**src/rtl/uart_cfg_pkg.sv**
```systemverilog
package uart_cfg_pkg;

   // packed so that bit 2 = odd, bit 1 = parity on, bit 0 = 8-bit length
   typedef struct packed {
      logic odd;
      logic par_en;
      logic len8;
   } frame_fmt_t;

   localparam logic [2:0] FMT_RESET = 3'b101;
   localparam int OFS_TXD   = 0;
   localparam int OFS_RXD   = 4;
   localparam int OFS_CTRL  = 12;
   localparam int FRAME_MAX = 11;

   // parity bit that makes the data ones plus parity even (or odd when f.odd)
   function automatic logic par_bit(input logic [7:0] d, input frame_fmt_t f);
      logic [7:0] m;
      m = f.len8 ? d : {1'b0, d[6:0]};
      return (^m) ^ f.odd;
   endfunction

endpackage

```
**src/rtl/uart_tick_gen.sv**
```systemverilog
module uart_tick_gen #(
   parameter int TICK_DIV = 4
) (
   input  logic clk,
   input  logic rst_n,
   output logic tick
);
   localparam int CW = (TICK_DIV > 1) ? $clog2(TICK_DIV) : 1;
   localparam logic [CW-1:0] LAST = CW'(TICK_DIV - 1);

   if (TICK_DIV < 2) begin : g_bad_div
      $error("uart_tick_gen: TICK_DIV must be at least 2");
   end

   logic [CW-1:0] cnt;

   always_ff @(posedge clk) begin
      if (!rst_n)          cnt <= '0;
      else if (cnt == LAST) cnt <= '0;
      else                 cnt <= cnt + 1'b1;
   end

   assign tick = (cnt == LAST);
endmodule

```
**src/rtl/uart_buf.sv**
```systemverilog
module uart_buf #(
   parameter int W        = 8,
   parameter bit USE_FIFO = 1'b1,
   parameter int DEPTH    = 16
) (
   input  logic         clk,
   input  logic         rst_n,
   input  logic         push,
   input  logic [W-1:0] din,
   input  logic         pop,
   output logic [W-1:0] dout,
   output logic         empty,
   output logic         full
);
   logic do_push, do_pop;
   assign do_push = push && !full;
   assign do_pop  = pop && !empty;

   if (USE_FIFO) begin : g_fifo
      localparam int AW = $clog2(DEPTH);
      if (DEPTH < 2 || (DEPTH & (DEPTH - 1)) != 0) begin : g_bad_depth
         $error("uart_buf: DEPTH must be a power of two of at least 2");
      end

      logic [W-1:0]  mem [DEPTH];
      logic [AW-1:0] wp, rp;
      logic [AW:0]   cnt;

      always_ff @(posedge clk) begin
         if (do_push) mem[wp] <= din;
      end

      always_ff @(posedge clk) begin
         if (!rst_n) begin
            wp  <= '0;
            rp  <= '0;
            cnt <= '0;
         end else begin
            if (do_push) wp <= wp + 1'b1;
            if (do_pop)  rp <= rp + 1'b1;
            case ({do_push, do_pop})
               2'b10:   cnt <= cnt + 1'b1;
               2'b01:   cnt <= cnt - 1'b1;
               default: cnt <= cnt;
            endcase
         end
      end

      assign dout  = mem[rp];
      assign empty = (cnt == '0);
      assign full  = (cnt == (AW+1)'(DEPTH));
   end else begin : g_hold
      logic [W-1:0] q;
      logic         v;

      always_ff @(posedge clk) begin
         if (!rst_n) begin
            q <= '0;
            v <= 1'b0;
         end else if (do_push) begin
            q <= din;
            v <= 1'b1;
         end else if (do_pop) begin
            v <= 1'b0;
         end
      end

      assign dout  = q;
      assign empty = !v;
      assign full  = v;
   end
endmodule

```
**src/rtl/uart_tx.sv**
```systemverilog
module uart_tx
   import uart_cfg_pkg::*;
(
   input  logic       clk,
   input  logic       rst_n,
   input  logic       tick,
   input  frame_fmt_t fmt,
   input  logic       have_data,
   input  logic [7:0] data,
   output logic       take,
   output logic       txd
);
   logic                 busy;
   logic [FRAME_MAX-1:0] shreg;
   logic [3:0]           left;
   logic [3:0]           tcnt;

   logic [FRAME_MAX-1:0] frame_n;
   logic [3:0]           len_n;
   logic [3:0]           pos;

   // assemble start, data, optional parity and stop, LSB first
   always_comb begin
      frame_n    = '1;
      frame_n[0] = 1'b0;
      pos        = 4'd1;
      for (int i = 0; i < 8; i++) begin
         if (i < 7 || fmt.len8) begin
            frame_n[pos] = data[i];
            pos          = pos + 4'd1;
         end
      end
      if (fmt.par_en) begin
         frame_n[pos] = par_bit(data, fmt);
         pos          = pos + 4'd1;
      end
      frame_n[pos] = 1'b1;
      len_n        = pos + 4'd1;
   end

   assign take = !busy && tick && have_data;

   always_ff @(posedge clk) begin
      if (!rst_n) begin
         busy  <= 1'b0;
         shreg <= '1;
         left  <= '0;
         tcnt  <= '0;
      end else if (take) begin
         busy  <= 1'b1;
         shreg <= frame_n;
         left  <= len_n;
         tcnt  <= '0;
      end else if (busy && tick) begin
         if (tcnt == 4'd15) begin
            tcnt  <= '0;
            shreg <= {1'b1, shreg[FRAME_MAX-1:1]};
            left  <= left - 4'd1;
            if (left == 4'd1) busy <= 1'b0;
         end else begin
            tcnt <= tcnt + 4'd1;
         end
      end
   end

   assign txd = busy ? shreg[0] : 1'b1;
endmodule

```
**src/rtl/uart_rx.sv**
```systemverilog
module uart_rx
   import uart_cfg_pkg::*;
(
   input  logic       clk,
   input  logic       rst_n,
   input  logic       tick,
   input  frame_fmt_t fmt,
   input  logic       rxd,
   output logic       push,
   output logic [8:0] word
);
   typedef enum logic [2:0] {S_IDLE, S_START, S_DATA, S_PAR, S_STOP} rx_state_t;

   rx_state_t  st;
   logic [1:0] sync;
   logic       rx_s;
   logic [3:0] tcnt;
   logic [2:0] idx;
   logic [7:0] data;
   logic       pbit;
   logic [2:0] last_idx;
   logic       bad_par;

   assign rx_s     = sync[1];
   assign last_idx = fmt.len8 ? 3'd7 : 3'd6;
   assign bad_par  = fmt.par_en && (par_bit(data, fmt) != pbit);
   assign push     = (st == S_STOP) && tick && (tcnt == 4'd15);
   assign word     = {bad_par, data};

   always_ff @(posedge clk) begin
      if (!rst_n) sync <= 2'b11;
      else        sync <= {sync[0], rxd};
   end

   always_ff @(posedge clk) begin
      if (!rst_n) begin
         st   <= S_IDLE;
         tcnt <= '0;
         idx  <= '0;
         data <= '0;
         pbit <= 1'b0;
      end else if (tick) begin
         case (st)
            S_IDLE: begin
               if (!rx_s) begin
                  st   <= S_START;
                  tcnt <= '0;
               end
            end
            S_START: begin
               if (tcnt == 4'd7) begin
                  tcnt <= '0;
                  idx  <= '0;
                  data <= '0;
                  st   <= rx_s ? S_IDLE : S_DATA;
               end else begin
                  tcnt <= tcnt + 4'd1;
               end
            end
            S_DATA: begin
               if (tcnt == 4'd15) begin
                  tcnt      <= '0;
                  data[idx] <= rx_s;
                  if (idx == last_idx) st <= fmt.par_en ? S_PAR : S_STOP;
                  else                 idx <= idx + 3'd1;
               end else begin
                  tcnt <= tcnt + 4'd1;
               end
            end
            S_PAR: begin
               if (tcnt == 4'd15) begin
                  tcnt <= '0;
                  pbit <= rx_s;
                  st   <= S_STOP;
               end else begin
                  tcnt <= tcnt + 4'd1;
               end
            end
            S_STOP: begin
               if (tcnt == 4'd15) begin
                  tcnt <= '0;
                  st   <= S_IDLE;
               end else begin
                  tcnt <= tcnt + 4'd1;
               end
            end
            default: st <= S_IDLE;
         endcase
      end
   end
endmodule

```
**src/rtl/apb_uart.sv**
```systemverilog
module apb_uart
   import uart_cfg_pkg::*;
#(
   parameter int ADDR_W     = 8,
   parameter int TICK_DIV   = 4,
   parameter bit USE_FIFO   = 1'b1,
   parameter int FIFO_DEPTH = 16
) (
   input  logic              clk,
   input  logic              rst_n,
   input  logic              psel,
   input  logic              penable,
   input  logic              pwrite,
   input  logic [ADDR_W-1:0] paddr,
   input  logic [7:0]        pwdata,
   output logic [7:0]        prdata,
   input  logic              rxd,
   output logic              txd,
   output logic              tx_ready,
   output logic              rx_ready,
   output logic              parity_err
);
   localparam logic [ADDR_W-1:0] A_TXD  = ADDR_W'(OFS_TXD);
   localparam logic [ADDR_W-1:0] A_RXD  = ADDR_W'(OFS_RXD);
   localparam logic [ADDR_W-1:0] A_CTRL = ADDR_W'(OFS_CTRL);

   if (ADDR_W < 4) begin : g_bad_addr
      $error("apb_uart: ADDR_W must cover offset 0x0C");
   end

   logic       access, wr_txd, wr_ctrl, rd_rxd;
   logic       tick16;
   frame_fmt_t fmt_q;
   logic       tx_empty, tx_full, tx_take;
   logic [7:0] tx_head;
   logic       rx_push, rx_empty, rx_full;
   logic [8:0] rx_word, rx_head;

   assign access  = psel && penable;
   assign wr_txd  = access && pwrite && (paddr == A_TXD);
   assign wr_ctrl = access && pwrite && (paddr == A_CTRL);
   assign rd_rxd  = access && !pwrite && (paddr == A_RXD);

   always_ff @(posedge clk) begin
      if (!rst_n)       fmt_q <= frame_fmt_t'(FMT_RESET);
      else if (wr_ctrl) fmt_q <= frame_fmt_t'(pwdata[2:0]);
   end

   uart_tick_gen #(.TICK_DIV(TICK_DIV)) u_tick (
      .clk(clk), .rst_n(rst_n), .tick(tick16)
   );

   uart_buf #(.W(8), .USE_FIFO(USE_FIFO), .DEPTH(FIFO_DEPTH)) u_txq (
      .clk(clk), .rst_n(rst_n),
      .push(wr_txd), .din(pwdata),
      .pop(tx_take), .dout(tx_head),
      .empty(tx_empty), .full(tx_full)
   );

   uart_tx u_tx (
      .clk(clk), .rst_n(rst_n), .tick(tick16), .fmt(fmt_q),
      .have_data(!tx_empty), .data(tx_head), .take(tx_take), .txd(txd)
   );

   uart_rx u_rx (
      .clk(clk), .rst_n(rst_n), .tick(tick16), .fmt(fmt_q),
      .rxd(rxd), .push(rx_push), .word(rx_word)
   );

   uart_buf #(.W(9), .USE_FIFO(USE_FIFO), .DEPTH(FIFO_DEPTH)) u_rxq (
      .clk(clk), .rst_n(rst_n),
      .push(rx_push), .din(rx_word),
      .pop(rd_rxd), .dout(rx_head),
      .empty(rx_empty), .full(rx_full)
   );

   assign tx_ready   = !tx_full;
   assign rx_ready   = !rx_empty;
   assign parity_err = !rx_empty && rx_head[8];

   always_comb begin
      prdata = '0;
      if (paddr == A_RXD && !rx_empty) prdata = rx_head[7:0];
      else if (paddr == A_CTRL)        prdata = {5'b0, fmt_q};
   end
endmodule

```
**config.mk**
```make
export PLATFORM = sky130hd
export DESIGN_NAME = apb_uart
export DESIGN_NICKNAME = d
export VERILOG_FILES = /design/src/rtl/uart_cfg_pkg.sv /design/src/rtl/uart_tick_gen.sv /design/src/rtl/uart_buf.sv /design/src/rtl/uart_tx.sv /design/src/rtl/uart_rx.sv /design/src/rtl/apb_uart.sv
export SDC_FILE = /design/constraint.sdc
export NUM_CORES = 1
export LEC_CHECK = 0
export ABC_CLOCK_PERIOD_IN_PS = 7940
export BUFFER_PORTS_ARGS = -buffer_cell sky130_fd_sc_hd__buf_2
export CAP_MARGIN = 20
export CORE_MARGIN = 10
export CORE_UTILIZATION = 50
export CTS_CLUSTER_DIAMETER = 100
export DETAILED_ROUTE_END_ITERATION = 10
export PLACE_DENSITY = 0.63
export SETUP_SLACK_MARGIN = 0.02
export SLEW_MARGIN = 20
export SYNTH_ARGS = -nofsm -noshare
export SYNTH_HDL_FRONTEND = slang
export SYNTH_SLANG_ARGS = --single-unit
```
**constraint.sdc**
```tcl
create_clock -name clk -period 7.94 [get_ports clk]
set_input_delay 1.588 -clock clk [delete_from_list [all_inputs] [get_ports clk]]
set_output_delay 1.588 -clock clk [all_outputs]
set_load 0.01 [all_outputs]
```
After elaboration in Yosys (flattened, before gate mapping) --
Memory sizes are Yosys's and may differ from the RTL's. A register that Yosys moved wholly into a read port is not among the register bits. Index checks and enable logic that the tools add are counted.
Cells by class: add/sub/neg operators 15, magnitude comparators 6, equal/unequal tests 26, mux-type cells 59, bitwise gates (word level) 4, reduce and logical (&&, ||, !) cells 50
Operators with widths (count):
- $mux W4 | 12
- $mux W11 | 4
- $mux W8 | 5
- $mux W3 | 11
- $add A4 B1 Y4 const B | 8
- $logic_and A1 B1 Y1 | 21
- $pmux W5 S2 | 2
- $pmux W8 S2 | 1
- $reduce_xor A8 Y1 | 2
- $pmux W3 S5 | 1
- $mux W1 | 14
- $pmux W4 S3 | 1
- $reduce_bool A2 Y1 | 6
- $bwmux W11 | 1
- $or A11 B11 Y11 | 1
- $add A5 B1 Y5 const B | 2
- $eq A5 B5 Y1 const B | 2
- $logic_not A5 Y1 | 2
- $lt A4 B5 Y1 const B | 2
- $sub A5 B1 Y5 const B | 2
- $mux W9 | 1
- $reduce_and A3 Y1 | 3
- $bwmux W8 | 1
- $demux W1 S4 | 2
- other kinds (35) | 53
Storage, ports and cells: register bits 72, RAM bits 272, input port bits 22, memories 2
Memories:
- u_rxq.g_fifo.mem | words 16, bits a word 9, rd ports 1, clocked after memory_dff 1, wr ports 1, RTL line uart_buf.sv:25 | logic [W-1:0] mem [DEPTH];
- u_txq.g_fifo.mem | words 16, bits a word 8, rd ports 1, clocked after memory_dff 1, wr ports 1, RTL line uart_buf.sv:25

Logic depth before layout (Yosys ltp) --
depth after elaboration 9, gate-level depth with buffers 15, mapped depth without buffers 14

Hierarchy --
From an unflattened synthesis, not the netlist that was laid out.
Unflattened totals: cells, all modules 1035, area, all modules 15283.4 µm²
Modules (own cells, without submodules):
- uart_buf (u_rxq) | instances 1, cells an instance 355, area an instance 6526.3 µm²
- uart_buf (u_txq) | instances 1, cells an instance 331, area an instance 5931.9 µm²
- uart_rx | instances 1, cells an instance 173, area an instance 1412.6 µm²
- uart_tx | instances 1, cells an instance 127, area an instance 1029.7 µm²
- apb_uart | instances 1, cells an instance 44, area an instance 309.0 µm²
- uart_tick_gen | instances 1, cells an instance 5, area an instance 73.8 µm²

Worst setup path before layout --
No wires, ideal clock.
path kind input to register, start point input port paddr[5], end point register u_rxq.g_fifo.cnt[4], setup time 0.070 ns, arrival time 4.485 ns, slack 3.384 ns, cell stages on the path 13, path through or4_1 -> nor3_1 -> nand3_1 -> nor3_2 -> ha_1 -> inv_1 -> fa_1 -> inv_1 -> a21o_1 -> a21oi_1 -> xnor2_1 -> or3_1 -> a21oi_1
On the way: longest elaborated chain between the ends 5
Ends and longest elaborated chain:
- start, declared | RTL line apb_uart.sv:14 | input logic [ADDR_W-1:0] paddr,
- $eq A8 B3 Y1 (*) | RTL line apb_uart.sv:42 | assign rd_rxd = access && !pwrite && (paddr == A_RXD);
- $logic_and A1 B1 Y1 (*) | RTL line apb_uart.sv:42
- $logic_and A1 B1 Y1 (*) | RTL line uart_buf.sv:17 | assign do_pop = pop && !empty;
- net u_rxq.do_pop | RTL line uart_buf.sv:15 | logic do_push, do_pop;
- $eq A2 B1 Y1 / $eq A2 B2 Y1 (equally long branches) | RTL line uart_buf.sv:41 | case ({do_push, do_pop})
- $pmux W5 S2 / $reduce_bool A2 Y1 (equally long branches)
- end signal, assigned | RTL line uart_buf.sv:42 | 2'b10: cnt <= cnt + 1'b1;
- end signal, assigned | RTL line uart_buf.sv:43 | 2'b01: cnt <= cnt - 1'b1;
- end signal, assigned | RTL line uart_buf.sv:44 | default: cnt <= cnt;
- end, declared | RTL line uart_buf.sv:27 | logic [AW:0] cnt;
The timed path passes the listed nets; every way through them passes the cells marked *. A chain may end at the register's enable or synchronous reset.

Worst setup path in the final report --
start point input port paddr[5], end point output port prdata[2]
On the way: longest elaborated chain between the ends 3
Ends and longest elaborated chain:
- $eq A8 B4 Y1 / $eq A8 B3 Y1 (equally long branches) | RTL line apb_uart.sv:84, apb_uart.sv:83
- $mux W3 / $logic_and A1 B1 Y1 (equally long branches) | RTL line apb_uart.sv:84, apb_uart.sv:83
- $mux W8 (*) | RTL line apb_uart.sv:83 | if (paddr == A_RXD && !rx_empty) prdata = rx_head[7:0];
- end, declared | RTL line apb_uart.sv:16 | output logic [7:0] prdata,
Mark *: on every way between the ends. The rest lies on a longest branch, timed or not.

==> summary.txt <==
Inst Count DP -> 1344
Core Footprint -> 28800 um^2
I/O pins -> 34
VDD IR-drop max -> 0.179 mV
Pwr/cell area -> 219 nW/um^2
Sequential share of power -> 55.1%
Fin cells -> 1408
Syn Nets -> 1010
Clock buffer count from CTS -> 36
R2r setup slk -> 4560 ps
Leakage power -> 5.33 nW
Worst R2R End -> u_rxq.g_fifo.cnt[4]$_SDFFE_PN0P_
Most frequent CP cell -> buf_2
Largest net degree at the start of global routing -> 38
Skew-Pair Late Insertion Delay -> 510 ps
WL/cell -> 20.3 um
Worst Min Path Start -> u_rx.sync[0]$_SDFF_PN1_
Final setup violation count -> 0
CP Cell Sequence -> buf_2 -> or4_1 -> nor3_1 -> nand3_1 -> o21ai_0 -> buf_2
Async SR Flop Fraction -> 0%
CP arrival -> 3510 ps
CP max stage cell -> or4_1
Avg Inst Size Synth -> 15.2 um^2
Layout cells sized above 1 -> 17.6%
GRT Total Usage -> 15.8%
Vias per inst -> 5.57
Yosys cell types -> 57
Slew Viols, Final -> 0
Initial core utilization -> 50.7%
Max-cap viol count -> 0
CTS Sinks -> 351
# port buffers -> 33
HPWL after detailed placement -> 18100 um
Die height -> 191 um
DR DRC count -> 0
Yosys reg bits -> 351
Fin crit period -> 5100 ps
Cell Rows -> 62
Final Cycle Share -> 64.2%
Post-Syn Instances -> 959
Top cells by area, synth -> edfxtp_1 (56%), dfxtp_1 (11%), mux4_2 (9.3%), ha_1 (2.3%), nor2_1 (2.1%)
CTS tree -> done
Cell internal pwr -> 2.88 mW
Reg clk slew, reported paths -> 60 ps
H-tree depth -> 2
Synth area leader -> edfxtp_1
Width of the die -> 191 um
Total wire length -> 28600 um
Initial DRC count -> 460
Crit-path max cell delay -> 500 ps
Sw Ratio -> 19.2%
GPL Wtd Cong -> 0.788
Antenna violations before repair -> 0
Final hold slack -> 405 ps
Synthesized area -> 14600 um^2
Number of synthesized flops with an enable pin -> 272
Via count -> 7842
Relative slew margins -> 32.1%
Min-Delay Endpoint -> u_rx.sync[1]$_SDFF_PN1_
Final Skew -> 16.9 ps
Gr ovfl total -> 0
First-pass GRT wire length -> 44600 um
Hold Crit Class -> register to register
Hold Path Cell Cnt -> 1
Clk buf depth -> 3
Layout area overhead -> 11.4%
Post-CTS Setup Inserts -> 0
Dominant synthesized flop cell -> edfxtp_1
Drt first pass iters -> 4
Nets -> 1050
Worst Path Class, Setup -> primary input to output port
RSZ-0062 raised after global routing -> no
Combinational share of power -> 0.9%
Crit Path Max Fanout -> 9
Psw -> 0.684 mW
Setup crit start kind -> primary input
Vias in the first global route -> 7832
Clock root cell -> clkbuf_16
Final ANT Viol Nets -> 0
Synth warn -> 0
Diodes inserted -> 0
Slew @ Worst Pin -> 1020 ps
Outcome -> finished clean
Seq/Total Area, Yosys -> 66.8%
Max Clk Rate -> 0.196 GHz
CTS resizes -> 0
Path depth of the worst reg2reg path -> 14
Worst Setup End Kind -> output port
Clock network power share -> 44.0%
Final Hold Violating Endpoints -> 0
Hold_buf cts -> 0
Setup TNS -> 0 ps
Synth top area share -> 55.9%
Crit path required time -> 6350 ps
Die footprint -> 36400 um^2
RR Startpoint -> u_rxq.g_fifo.cnt[0]$_SDFFE_PN0P_
## layer usage
| layer | part of all wire, % | GRT usage (%) | vias up |
|---|---|---|---|
| li1 | - | - | 3731 |
| met1 | 44 | 20.7 | 3937 |
| met2 | 51 | 26.9 | 145 |
| met3 | 4.1 | 2.51 | 29 |
| met4 | 1.5 | 4.03 | 0 |
| met5 | 0 | 0 | - |
## Yosys cell counts, types with 9 or more instances
cell type,instances
edfxtp_1,272
nor2_1,81
dfxtp_1,79
nand2_1,69
mux4_2,60
a21oi_1,38
clkbuf_1,32
inv_1,30
ha_1,27
o21ai_0,27
xnor2_1,26
nand3_1,19
xor2_1,19
mux2i_1,17
nor3_1,16
a22oi_1,15
a211oi_1,11
mux4_1,10
nor2b_1,10
nor4_1,9
## metrics by stage
| stage | instance area (um^2) | util (%) | power (mW) | worst slack (ps) |
|---|---|---|---|---|
| 3_3_place_gp | 15200 | 52.7 | 2.04 | 2740 |
| 3_5_place_dp | 15200 | 52.7 | 2.04 | 2670 |
| 5_1_grt | 16300 | 56.5 | 3.68 | 2700 |
| 4_1_cts | 16300 | 56.5 | 3.60 | 2810 |
| 6_report | 16300 | 56.5 | 3.57 | 2840 |
| 2_1_floorplan | 14600 | - | 2.02 | 3380 |
## cells in the final DEF (no fill, tap or decap), types with 5 or more instances in the layout
| cell | n |
|---|---|
| clkinv_1 | 7 |
| nor2_1 | 81 |
| a22oi_1 | 15 |
| mux4_1 | 10 |
| and2_1 | 5 |
| nand2b_1 | 5 |
| nor4_1 | 5 |
| nor2b_1 | 10 |
| nand4_1 | 7 |
| clkinv_2 | 6 |
| a21o_1 | 6 |
| nand2_1 | 69 |
| mux2i_1 | 17 |
| a21oi_1 | 38 |
| a211oi_1 | 11 |
| nand3_1 | 19 |
| o21ai_0 | 26 |
| dfxtp_1 | 77 |
| clkbuf_1 | 9 |
| buf_2 | 33 |
| ha_1 | 27 |
| buf_4 | 19 |
| mux4_2 | 60 |
| xnor2_1 | 26 |
| edfxtp_1 | 272 |
| and3_1 | 6 |
| inv_1 | 30 |
| clkbuf_16 | 36 |
| xor2_1 | 19 |
| nor3_1 | 14 |
## cells by family after synthesis
| kind of cell | count (synthesis) | synth area share [%] |
|---|---|---|
| XOR/XNOR | 45 | 2.70 |
| flip-flops | 351 | 66.8 |
| AND/OR/NAND/NOR | 242 | 7.71 |
| multiplexers | 91 | 12.5 |
| AO/OA/AOI/OAI | 120 | 5.20 |
| buffers and inverters | 81 | 2.50 |
| adder cells (fa/ha/maj) | 29 | 2.59 |
## registers in the layout, summed over array words and instances (netlist names), 3 cells and up, named ones only
name	count
u_rx.st	3
u_rxq.g_fifo.cnt	5
u_rx.tcnt	4
u_txq.g_fifo.mem	128
u_tx.left	4
u_txq.g_fifo.wp	4
fmt_q	3
u_tx.tcnt	4
u_txq.g_fifo.rp	4
u_txq.g_fifo.cnt	5
u_rxq.g_fifo.rp	4
u_rxq.g_fifo.mem	144
u_rxq.g_fifo.wp	4
u_rx.data	8
u_tx.shreg	10
u_rx.idx	3
## worst max path at each step
stage | start | to | depth (start not counted)
floorplan | paddr[5] | u_rxq.g_fifo.cnt[4]$_SDFFE_PN0P_ | 13
global placement | paddr[5] | u_rxq.g_fifo.cnt[4]$_SDFFE_PN0P_ | 14
detailed placement | paddr[5] | u_rxq.g_fifo.cnt[4]$_SDFFE_PN0P_ | 14
CTS | paddr[5] | prdata[2] | 6
global route | paddr[5] | prdata[4] | 6
finish | paddr[5] | prdata[2] | 6
## worst max-delay path: cells and delay by family
family / cells / cell delay (ps)
simple gates: 3 / 1320
compound gates: 1 / 330
buf+inv: 2 / 260
## power groups by stage
stage / registers, mW / logic, mW / clock network, mW
after floorplan: 2.00 / 0.0118 / 0
after global placement: 2.00 / 0.0320 / 0
after detailed placement: 2.00 / 0.0323 / 0
after CTS: 1.97 / 0.0324 / 1.60
after global routing: 1.96 / 0.0359 / 1.68
final: 1.97 / 0.0318 / 1.57
## cell type report
type / instances / area (um^2)
Tap cell: 384 / 480
Fill cell: 2247 / 12500
Inverter: 31 / 116
Timing Repair Buffer: 52 / 308
Sequential cell: 351 / 9750
Multi-Input combinational cell: 527 / 4520
Clock buffer: 46 / 948
Clock inverter: 17 / 146
No activity file was read; power rests on OpenSTA's default activity.
